==> src/rtl/cbc_pkg.sv <==
package cbc_pkg;
    parameter int unsigned DEF_ID_W  = 3;
    parameter int unsigned DEF_CNT_W = 8;

    typedef enum logic {
        PH_SCAN = 1'b0,
        PH_EMIT = 1'b1
    } phase_e;
endpackage

==> src/rtl/cbc_tagger.sv <==
module cbc_tagger #(
    parameter int unsigned ID_W  = cbc_pkg::DEF_ID_W,
    parameter int unsigned CNT_W = cbc_pkg::DEF_CNT_W
) (
    input  logic             clk,
    input  logic             rst_n,
    input  logic             in_valid,
    input  logic [ID_W-1:0]  in_id,
    input  logic             in_end,
    output logic             out_valid,
    output logic [ID_W-1:0]  out_id,
    output logic [CNT_W-1:0] out_cnt
);
    localparam logic [CNT_W-1:0] CNT_MAX = {CNT_W{1'b1}};

    typedef struct packed {
        logic             vld;
        logic [ID_W-1:0]  id;
        logic [CNT_W-1:0] cnt;
        logic [CNT_W-1:0] run;   // blocks seen so far in the open transaction
    } tag_st_t;

    tag_st_t s_d, s_q;
    logic [CNT_W:0] total;

    always_comb begin
        s_d     = s_q;
        total   = {1'b0, s_q.run} + {{CNT_W{1'b0}}, 1'b1};
        s_d.vld = in_valid;
        s_d.cnt = '0;
        if (in_valid) begin
            s_d.id = in_id;
            if (in_end) begin
                // a total that does not fit the field is written as 0,
                // so recovery can never declare it committed
                s_d.cnt = total[CNT_W] ? '0 : total[CNT_W-1:0];
                s_d.run = '0;
            end else begin
                s_d.run = (s_q.run == CNT_MAX) ? CNT_MAX : total[CNT_W-1:0];
            end
        end
    end

    always_ff @(posedge clk) begin
        if (!rst_n) s_q <= '0;
        else        s_q <= s_d;
    end

    assign out_valid = s_q.vld;
    assign out_id    = s_q.id;
    assign out_cnt   = s_q.cnt;
endmodule

==> src/rtl/cbc_entry.sv <==
module cbc_entry #(
    parameter int unsigned CNT_W = cbc_pkg::DEF_CNT_W
) (
    input  logic             clk,
    input  logic             rst_n,
    input  logic             hit,
    input  logic [CNT_W-1:0] hit_cnt,
    input  logic             clr,
    output logic             present,
    output logic             committed,
    output logic             corrupt
);
    localparam logic [CNT_W-1:0] CNT_MAX = {CNT_W{1'b1}};

    typedef struct packed {
        logic             pres;
        logic             has_rec;
        logic             dup;
        logic             ovf;
        logic [CNT_W-1:0] rec;
        logic [CNT_W-1:0] seen;
    } ent_st_t;

    ent_st_t e_d, e_q;

    always_comb begin
        e_d = e_q;
        if (clr) begin
            e_d = '0;
        end else if (hit) begin
            e_d.pres = 1'b1;
            if (e_q.seen == CNT_MAX) e_d.ovf  = 1'b1;
            else                     e_d.seen = e_q.seen + 1'b1;
            if (hit_cnt != '0) begin
                if (e_q.has_rec) begin
                    e_d.dup = 1'b1;
                end else begin
                    e_d.has_rec = 1'b1;
                    e_d.rec     = hit_cnt;
                end
            end
        end
    end

    always_ff @(posedge clk) begin
        if (!rst_n) e_q <= '0;
        else        e_q <= e_d;
    end

    assign present   = e_q.pres;
    assign corrupt   = e_q.dup;
    assign committed = e_q.pres & e_q.has_rec & ~e_q.dup & ~e_q.ovf
                     & (e_q.rec == e_q.seen);
endmodule

==> src/rtl/cbc_emitter.sv <==
module cbc_emitter #(
    parameter int unsigned ID_W = cbc_pkg::DEF_ID_W,
    localparam int unsigned N   = 1 << ID_W
) (
    input  logic            clk,
    input  logic            rst_n,
    input  logic            eol,
    input  logic [N-1:0]    present,
    input  logic [N-1:0]    committed,
    input  logic [N-1:0]    corrupt,
    input  logic            res_ready,
    output logic            res_valid,
    output logic [ID_W-1:0] res_id,
    output logic            res_commit,
    output logic            res_corrupt,
    output logic            scan_en,
    output logic            clr
);
    import cbc_pkg::*;

    localparam logic [ID_W-1:0] LAST_ID = {ID_W{1'b1}};

    typedef struct packed {
        phase_e          phase;
        logic [ID_W-1:0] idx;
    } emit_st_t;

    emit_st_t m_d, m_q;
    logic     adv;

    always_comb begin
        m_d = m_q;
        clr = 1'b0;
        adv = 1'b0;
        if (m_q.phase == PH_SCAN) begin
            if (eol) begin
                m_d.phase = PH_EMIT;
                m_d.idx   = '0;
            end
        end else begin
            // walk past empty slots; wait for ready on filled ones
            adv = ~present[m_q.idx] | res_ready;
            if (adv) begin
                if (m_q.idx == LAST_ID) begin
                    m_d.phase = PH_SCAN;
                    clr       = 1'b1;
                end else begin
                    m_d.idx = m_q.idx + 1'b1;
                end
            end
        end
    end

    always_ff @(posedge clk) begin
        if (!rst_n) m_q <= '{phase: PH_SCAN, idx: '0};
        else        m_q <= m_d;
    end

    assign scan_en     = (m_q.phase == PH_SCAN);
    assign res_valid   = (m_q.phase == PH_EMIT) & present[m_q.idx];
    assign res_id      = m_q.idx;
    assign res_commit  = committed[m_q.idx];
    assign res_corrupt = corrupt[m_q.idx];
endmodule

==> src/rtl/cbc_top.sv <==
module cbc_top #(
    parameter int unsigned ID_W  = cbc_pkg::DEF_ID_W,
    parameter int unsigned CNT_W = cbc_pkg::DEF_CNT_W
) (
    input  logic             clk,
    input  logic             rst_n,
    input  logic             wr_valid,
    input  logic [ID_W-1:0]  wr_id,
    input  logic             wr_end,
    output logic             tag_valid,
    output logic [ID_W-1:0]  tag_id,
    output logic [CNT_W-1:0] tag_cnt,
    input  logic             scan_valid,
    input  logic [ID_W-1:0]  scan_id,
    input  logic [CNT_W-1:0] scan_cnt,
    input  logic             scan_eol,
    input  logic             res_ready,
    output logic             res_valid,
    output logic [ID_W-1:0]  res_id,
    output logic             res_commit,
    output logic             res_corrupt
);
    localparam int unsigned N = 1 << ID_W;

    logic [N-1:0] present, committed, corrupt;
    logic         scan_en, clr;

    cbc_tagger #(.ID_W(ID_W), .CNT_W(CNT_W)) u_tagger (
        .clk      (clk),
        .rst_n    (rst_n),
        .in_valid (wr_valid),
        .in_id    (wr_id),
        .in_end   (wr_end),
        .out_valid(tag_valid),
        .out_id   (tag_id),
        .out_cnt  (tag_cnt)
    );

    for (genvar g = 0; g < N; g++) begin : g_entry
        logic hit;
        assign hit = scan_valid & scan_en & (scan_id == ID_W'(g));
        cbc_entry #(.CNT_W(CNT_W)) u_entry (
            .clk      (clk),
            .rst_n    (rst_n),
            .hit      (hit),
            .hit_cnt  (scan_cnt),
            .clr      (clr),
            .present  (present[g]),
            .committed(committed[g]),
            .corrupt  (corrupt[g])
        );
    end

    cbc_emitter #(.ID_W(ID_W)) u_emitter (
        .clk        (clk),
        .rst_n      (rst_n),
        .eol        (scan_eol),
        .present    (present),
        .committed  (committed),
        .corrupt    (corrupt),
        .res_ready  (res_ready),
        .res_valid  (res_valid),
        .res_id     (res_id),
        .res_commit (res_commit),
        .res_corrupt(res_corrupt),
        .scan_en    (scan_en),
        .clr        (clr)
    );
endmodule

==> config.mk <==
export PLATFORM = sky130hd
export DESIGN_NAME = cbc_top
export DESIGN_NICKNAME = d
export VERILOG_FILES = /design/src/rtl/cbc_pkg.sv /design/src/rtl/cbc_tagger.sv /design/src/rtl/cbc_entry.sv /design/src/rtl/cbc_emitter.sv /design/src/rtl/cbc_top.sv
export SDC_FILE = /design/constraint.sdc
export NUM_CORES = 1
export LEC_CHECK = 0
export BUFFER_PORTS_ARGS = -buffer_cell sky130_fd_sc_hd__buf_2
export CAP_MARGIN = 10
export CORE_ASPECT_RATIO = 1.25
export CORE_MARGIN = 4
export CORE_UTILIZATION = 35
export CTS_BUF_LIST = sky130_fd_sc_hd__clkbuf_8
export CTS_CLUSTER_DIAMETER = 50
export DETAILED_ROUTE_END_ITERATION = 7
export GPL_TIMING_DRIVEN = 0
export PLACE_DENSITY = 0.6
export SLEW_MARGIN = 20
export SYNTH_ARGS = -nofsm -noshare
export SYNTH_HDL_FRONTEND = slang
export SYNTH_HIERARCHICAL = 1
export SYNTH_SLANG_ARGS = --single-unit
==> constraint.sdc <==
create_clock -name clk -period 2.5 [get_ports clk]
set_clock_uncertainty 0.2 [all_clocks]
set_input_delay 0.25 -clock clk [delete_from_list [all_inputs] [get_ports clk]]
set_output_delay 0.25 -clock clk [all_outputs]
set_load 0.05 [all_outputs]
==> results_tabular.tex <==
\begin{tabular}{lr}
\hline
Metric & Value \\
\hline
\multicolumn{2}{l}{\textbf{Yosys}} \\
\quad Number of different library cells in the post-synthesis netlist & 58 \\
\quad Synth Cell Area & 0.00975 mm\^{}2 \\
\quad Register area share after synthesis & 0.378 \\
\quad Most common cell in the synthesized netlist & sky130\_fd\_sc\_hd\_\_dfxtp\_1 \\
\quad Top flip-flop cell by instance count after synthesis & sky130\_fd\_sc\_hd\_\_dfxtp\_1 \\
\quad Net count of the mapped netlist & $\sim$1100 \\
\quad Area fraction of the dominant cell type after synthesis & 0.378 \\
\quad Number of flops mapped to enable cells by yosys & 0 \\
\quad Library cell with the largest summed area after synthesis & sky130\_fd\_sc\_hd\_\_dfxtp\_1 \\
\quad Count of synthesis-stage warnings from yosys & 6 \\
\quad Gate Count Post-Synth & between 1000 and 1500 \\
\quad Biggest area contributors in the synthesized netlist & sky130\_fd\_sc\_hd\_\_dfxtp\_1 38\%, sky130\_fd\_sc\_hd\_\_a211oi\_1 6.2\%, sky130\_fd\_sc\_hd\_\_xnor2\_1 5.9\% \\
\quad Most used standard cells in the synthesized netlist & 184 x sky130\_fd\_sc\_hd\_\_dfxtp\_1, 114 x sky130\_fd\_sc\_hd\_\_a21oi\_1, 96 x sky130\_fd\_sc\_hd\_\_nor3\_1, 80 x sky130\_fd\_sc\_hd\_\_a211oi\_1, 66 x sky130\_fd\_sc\_hd\_\_xnor2\_1 \\
\quad Mean post-synth cell area & $\sim$9.0 um\^{}2 \\
\quad Share of flip-flops with an asynchronous set or reset & 0 \\
\quad Synth Register Bits & roughly 180 \\
\multicolumn{2}{l}{\textbf{Power and ir drop}} \\
\quad Register share of total power & 0.532 \\
\quad Part of the total power dissipated in combinational logic & 0.108 \\
\quad Sum of internal, switching and leakage power & $\sim$5600 uW \\
\quad Leakage & $\sim$0.0041 uW \\
\quad Worst IR Drop VDD & around 260 uV \\
\quad Total net switching power & 1600 uW \\
\quad Internal & between 4000 and 5000 uW \\
\quad Switching power share of the total & 0.283 \\
\quad Clk pwr share & 0.360 \\
\quad P per Cell Area & roughly 460 mW/mm\^{}2 \\
\multicolumn{2}{l}{\textbf{Drt}} \\
\quad Via count of the routed design & about 8600 \\
\quad Drc violations & 0 \\
\quad WL/cell & $\sim$17 um \\
\quad Routed via count divided by cell count & between 5 and 6 \\
\quad Routed wire length & around 26000 um \\
\quad Length of the first detailed-routing pass in iterations & 5 \\
\quad Number of violations reported at the end of detailed-routing iteration 0 & 540 \\
\quad Number of nets still failing antenna checks after routing & 0 \\
\multicolumn{2}{l}{\textbf{Global routing}} \\
\quad Pin count of the biggest net entering global routing & 25 \\
\quad Number of antenna violations at the first check in global routing & 0 \\
\quad GR Overflow Total & 0 \\
\quad Number of global-route vias before repair & $\sim$8100 \\
\quad First-pass GRT wire length & 41500 um \\
\quad Total GRT Usage & 0.163 \\
\multicolumn{2}{l}{\textbf{Timing}} \\
\quad Slew Limit Headroom & 0.401 \\
\quad Crit share post-route & 1.03 \\
\quad Worst-Margin Slew & $\sim$0.90 ns \\
\quad Minimum setup slack in the final design & -0.0727 ns \\
\quad Final-report setup violation count & 38 \\
\quad Maximum achievable frequency & 389 MHz \\
\quad Total count of max-transition violations in the final report & 0 \\
\quad Setup Total Neg Slack & -0.540 ns \\
\quad RSZ-0062 raised after global routing & yes \\
\quad Number of hold-slack violations in the final timing report & 0 \\
\quad Final min period & approximately 2.6 ns \\
\multicolumn{2}{l}{\textbf{Floorplanning}} \\
\quad Area of the core & 0.0276 mm\^{}2 \\
\quad Die ar. & roughly 0.031 mm\^{}2 \\
\quad IO Pins & 39 \\
\quad Chip width & between 150 and 200 um \\
\quad Standard-cell rows & roughly 70 \\
\quad Die span in y & 195 um \\
\quad Starting utilization of the core area & 0.354 \\
\multicolumn{2}{l}{\textbf{Place}} \\
\quad Post-Place Cell Area & between 0.01 and 0.015 mm\^{}2 \\
\quad Placed wire-length estimate after detailed placement & 16300 um \\
\quad PortBufs & 38 \\
\quad Worst-case setup slack after placement & -0.525 ns \\
\quad Weighted congestion reported at the end of routability-driven placement & 0.817 \\
\multicolumn{2}{l}{\textbf{Clock network}} \\
\quad Clock tree from TritonCTS & done \\
\quad H-tree depth reported by CTS & 4 \\
\quad Number of buffers created by CTS & 17 \\
\quad Clk root buf & sky130\_fd\_sc\_hd\_\_clkbuf\_8 \\
\quad Number of clock sinks & 184 \\
\quad Post-CTS clock slew at the launch and capture registers of the worst setup and hold paths & 0.10 ns \\
\quad Clk\_lat worst skew & about 0.47 ns \\
\quad Number of buffers on the longest clock path & 2 \\
\multicolumn{2}{l}{\textbf{Setup path}} \\
\quad Type of the setup path with the least slack & register to output port \\
\quad CP max stage delay & roughly 0.49 ns \\
\quad Arrival time of data at the critical path endpoint & between 2 and 2.5 ns \\
\quad Nature of the critical path endpoint & output port \\
\quad Sequence of cells on the critical path & xnor2\_1 -> nand4\_1 -> nor3\_2 -> mux4\_2 -> mux2\_4 -> buf\_8 \\
\quad Slowest cell on the critical path & sky130\_fd\_sc\_hd\_\_mux4\_2 \\
\quad Worst Path Required & a little over 2 ns \\
\quad CP Launch Type & register \\
\quad Number of cells traversed by the worst register-to-register path & 8 \\
\quad Worst-path maximum fanout & 6 \\
\multicolumn{2}{l}{\textbf{Run status}} \\
\quad Violations in the final reports & negative setup slack \\
\quad Run status & finished with violations \\
\multicolumn{2}{l}{\textbf{Finish}} \\
\quad Share of final-layout standard cells stronger than drive strength 1 & 0.329 \\
\quad Layout Area Growth over Synthesis & 25.5\% \\
\quad Diodes inserted & 0 \\
\quad Layout Cell Area excl Fill & about 0.012 mm\^{}2 \\
\quad Final nets & 1205 \\
\quad Util after Layout & 0.444 \\
\multicolumn{2}{l}{\textbf{Min path}} \\
\quad Worst hold-check path type & primary input to register \\
\quad Hold-critical path depth & 4 \\
\multicolumn{2}{l}{\textbf{Flow run}} \\
\quad Maximum capacitance violations & 0 \\
\hline
\end{tabular}
==> cell families after synthesis <==
group	Yosys count	share of synthesized area
and+or+nand+nor	399	0.252
AOI/OAI and AO/OA	285	0.192
DFF	184	0.378
buffers and inverters	110	0.0629
xor gates and xnor gates	67	0.0602
muxes	31	0.0410
adders and majority gates	11	0.0141
==> cells in the final DEF (no fill, tap or decap), types with 9 or more instances in the layout <==
cell type,count
sky130_fd_sc_hd__nand4_1,18
sky130_fd_sc_hd__nor2_4,9
sky130_fd_sc_hd__a31oi_1,19
sky130_fd_sc_hd__buf_2,45
sky130_fd_sc_hd__ha_1,11
sky130_fd_sc_hd__a211oi_1,73
sky130_fd_sc_hd__mux2i_1,22
sky130_fd_sc_hd__buf_4,34
sky130_fd_sc_hd__clkbuf_8,18
sky130_fd_sc_hd__nor3_2,73
sky130_fd_sc_hd__nor3_1,14
sky130_fd_sc_hd__nor4_4,16
sky130_fd_sc_hd__and2_1,10
sky130_fd_sc_hd__nor3_4,11
sky130_fd_sc_hd__a21oi_1,106
sky130_fd_sc_hd__nor2b_1,19
sky130_fd_sc_hd__nand2_1,48
sky130_fd_sc_hd__inv_1,18
sky130_fd_sc_hd__and4_1,25
sky130_fd_sc_hd__buf_8,11
sky130_fd_sc_hd__nand3_1,35
sky130_fd_sc_hd__and3_1,27
sky130_fd_sc_hd__dfxtp_2,24
sky130_fd_sc_hd__xnor2_1,66
sky130_fd_sc_hd__dfxtp_1,154
sky130_fd_sc_hd__o21ai_0,14
sky130_fd_sc_hd__nor2_1,34
sky130_fd_sc_hd__nand2b_1,20
sky130_fd_sc_hd__buf_6,26
==> power by group through the flow <==
stage / sequential [uW] / clock [uW] / combinational [uW]
3_5_place_dp: 3070 / 0 / 449
3_3_place_gp: 3070 / 0 / 445
4_1_cts: 3000 / 2100 / 521
2_1_floorplan: 3060 / 0 / 263
6_report: 3000 / 2030 / 611
5_1_grt: 3000 / 2210 / 653
==> registers in the layout, summed over array words and instances (netlist names) <==
signal / count
g_entry.u_entry/corrupt: 8
g_entry.u_entry/e_q: 144
g_entry.u_entry/present: 8
u_emitter/m_q: 1
u_emitter/res_id: 3
u_tagger/out_cnt: 8
u_tagger/out_id: 3
u_tagger/out_valid: 1
u_tagger/s_q: 8
==> layout make-up <==
class                           instances  area (um^2)
Inverter                               19         71.3
Clock buffer                           18          248
Clock inverter                         14          134
Multi-Input combinational cell        794         6280
Tap cell                              350          438
Sequential cell                       184         3740
Timing Repair Buffer                   85          786
Buffer                                 72          546
Fill cell                            2678        15300
==> worst max-delay path, delay by kind of cell (launching register included) <==
family | cells | cell delay (ns)
AND/OR/NAND/NOR | 2 | 0.21
flip-flops | 1 | 0.38
XOR/XNOR | 1 | 0.13
buffers and inverters | 1 | 0.15
multiplexers | 2 | 0.80
==> stage by stage <==
step,hold slack (ns),std cells
after floorplan,0.158,1087
after global placement,0.262,1475
after detailed placement,0.260,1475
after CTS,0.0139,1529
after global routing,0.0513,1536
final,0.0625,1536
==> metal layers <==
layer,vias up,part of all wire,GRT usage
met1,4164,0.44,0.210
li1,4204,-,-
met2,182,0.50,0.275
met3,39,0.042,0.0301
met5,-,0,0
met4,0,0.018,0.0555
==> final timing paths <==
kind / from / end / slack [ns]
min: wr_valid / u_tagger/s_q[3] / 0.06
max reg2reg: u_emitter/res_id[0] / g_entry[5].u_entry/e_q[13] / -0.04
min reg2reg: g_entry[4].u_entry/e_q[16] / g_entry[4].u_entry/e_q[16] / 0.29
max: g_entry[3].u_entry/e_q[2] / res_commit / -0.07
==> what timing repair did <==
| item | in CTS | in global routing |
|---|---|---|
| cloned | 1 | 7 |
| pin swaps | 5 | 83 |
| hold buffers | 7 | 0 |
| endpoints found under the hold margin | 11 | 0 |
| buffers inserted | 26 | 7 |
| resized for setup | 97 | 184 |
| endpoints found under the setup margin | 163 | 145 |
Note: power is estimated with default switching activity, not from simulation.
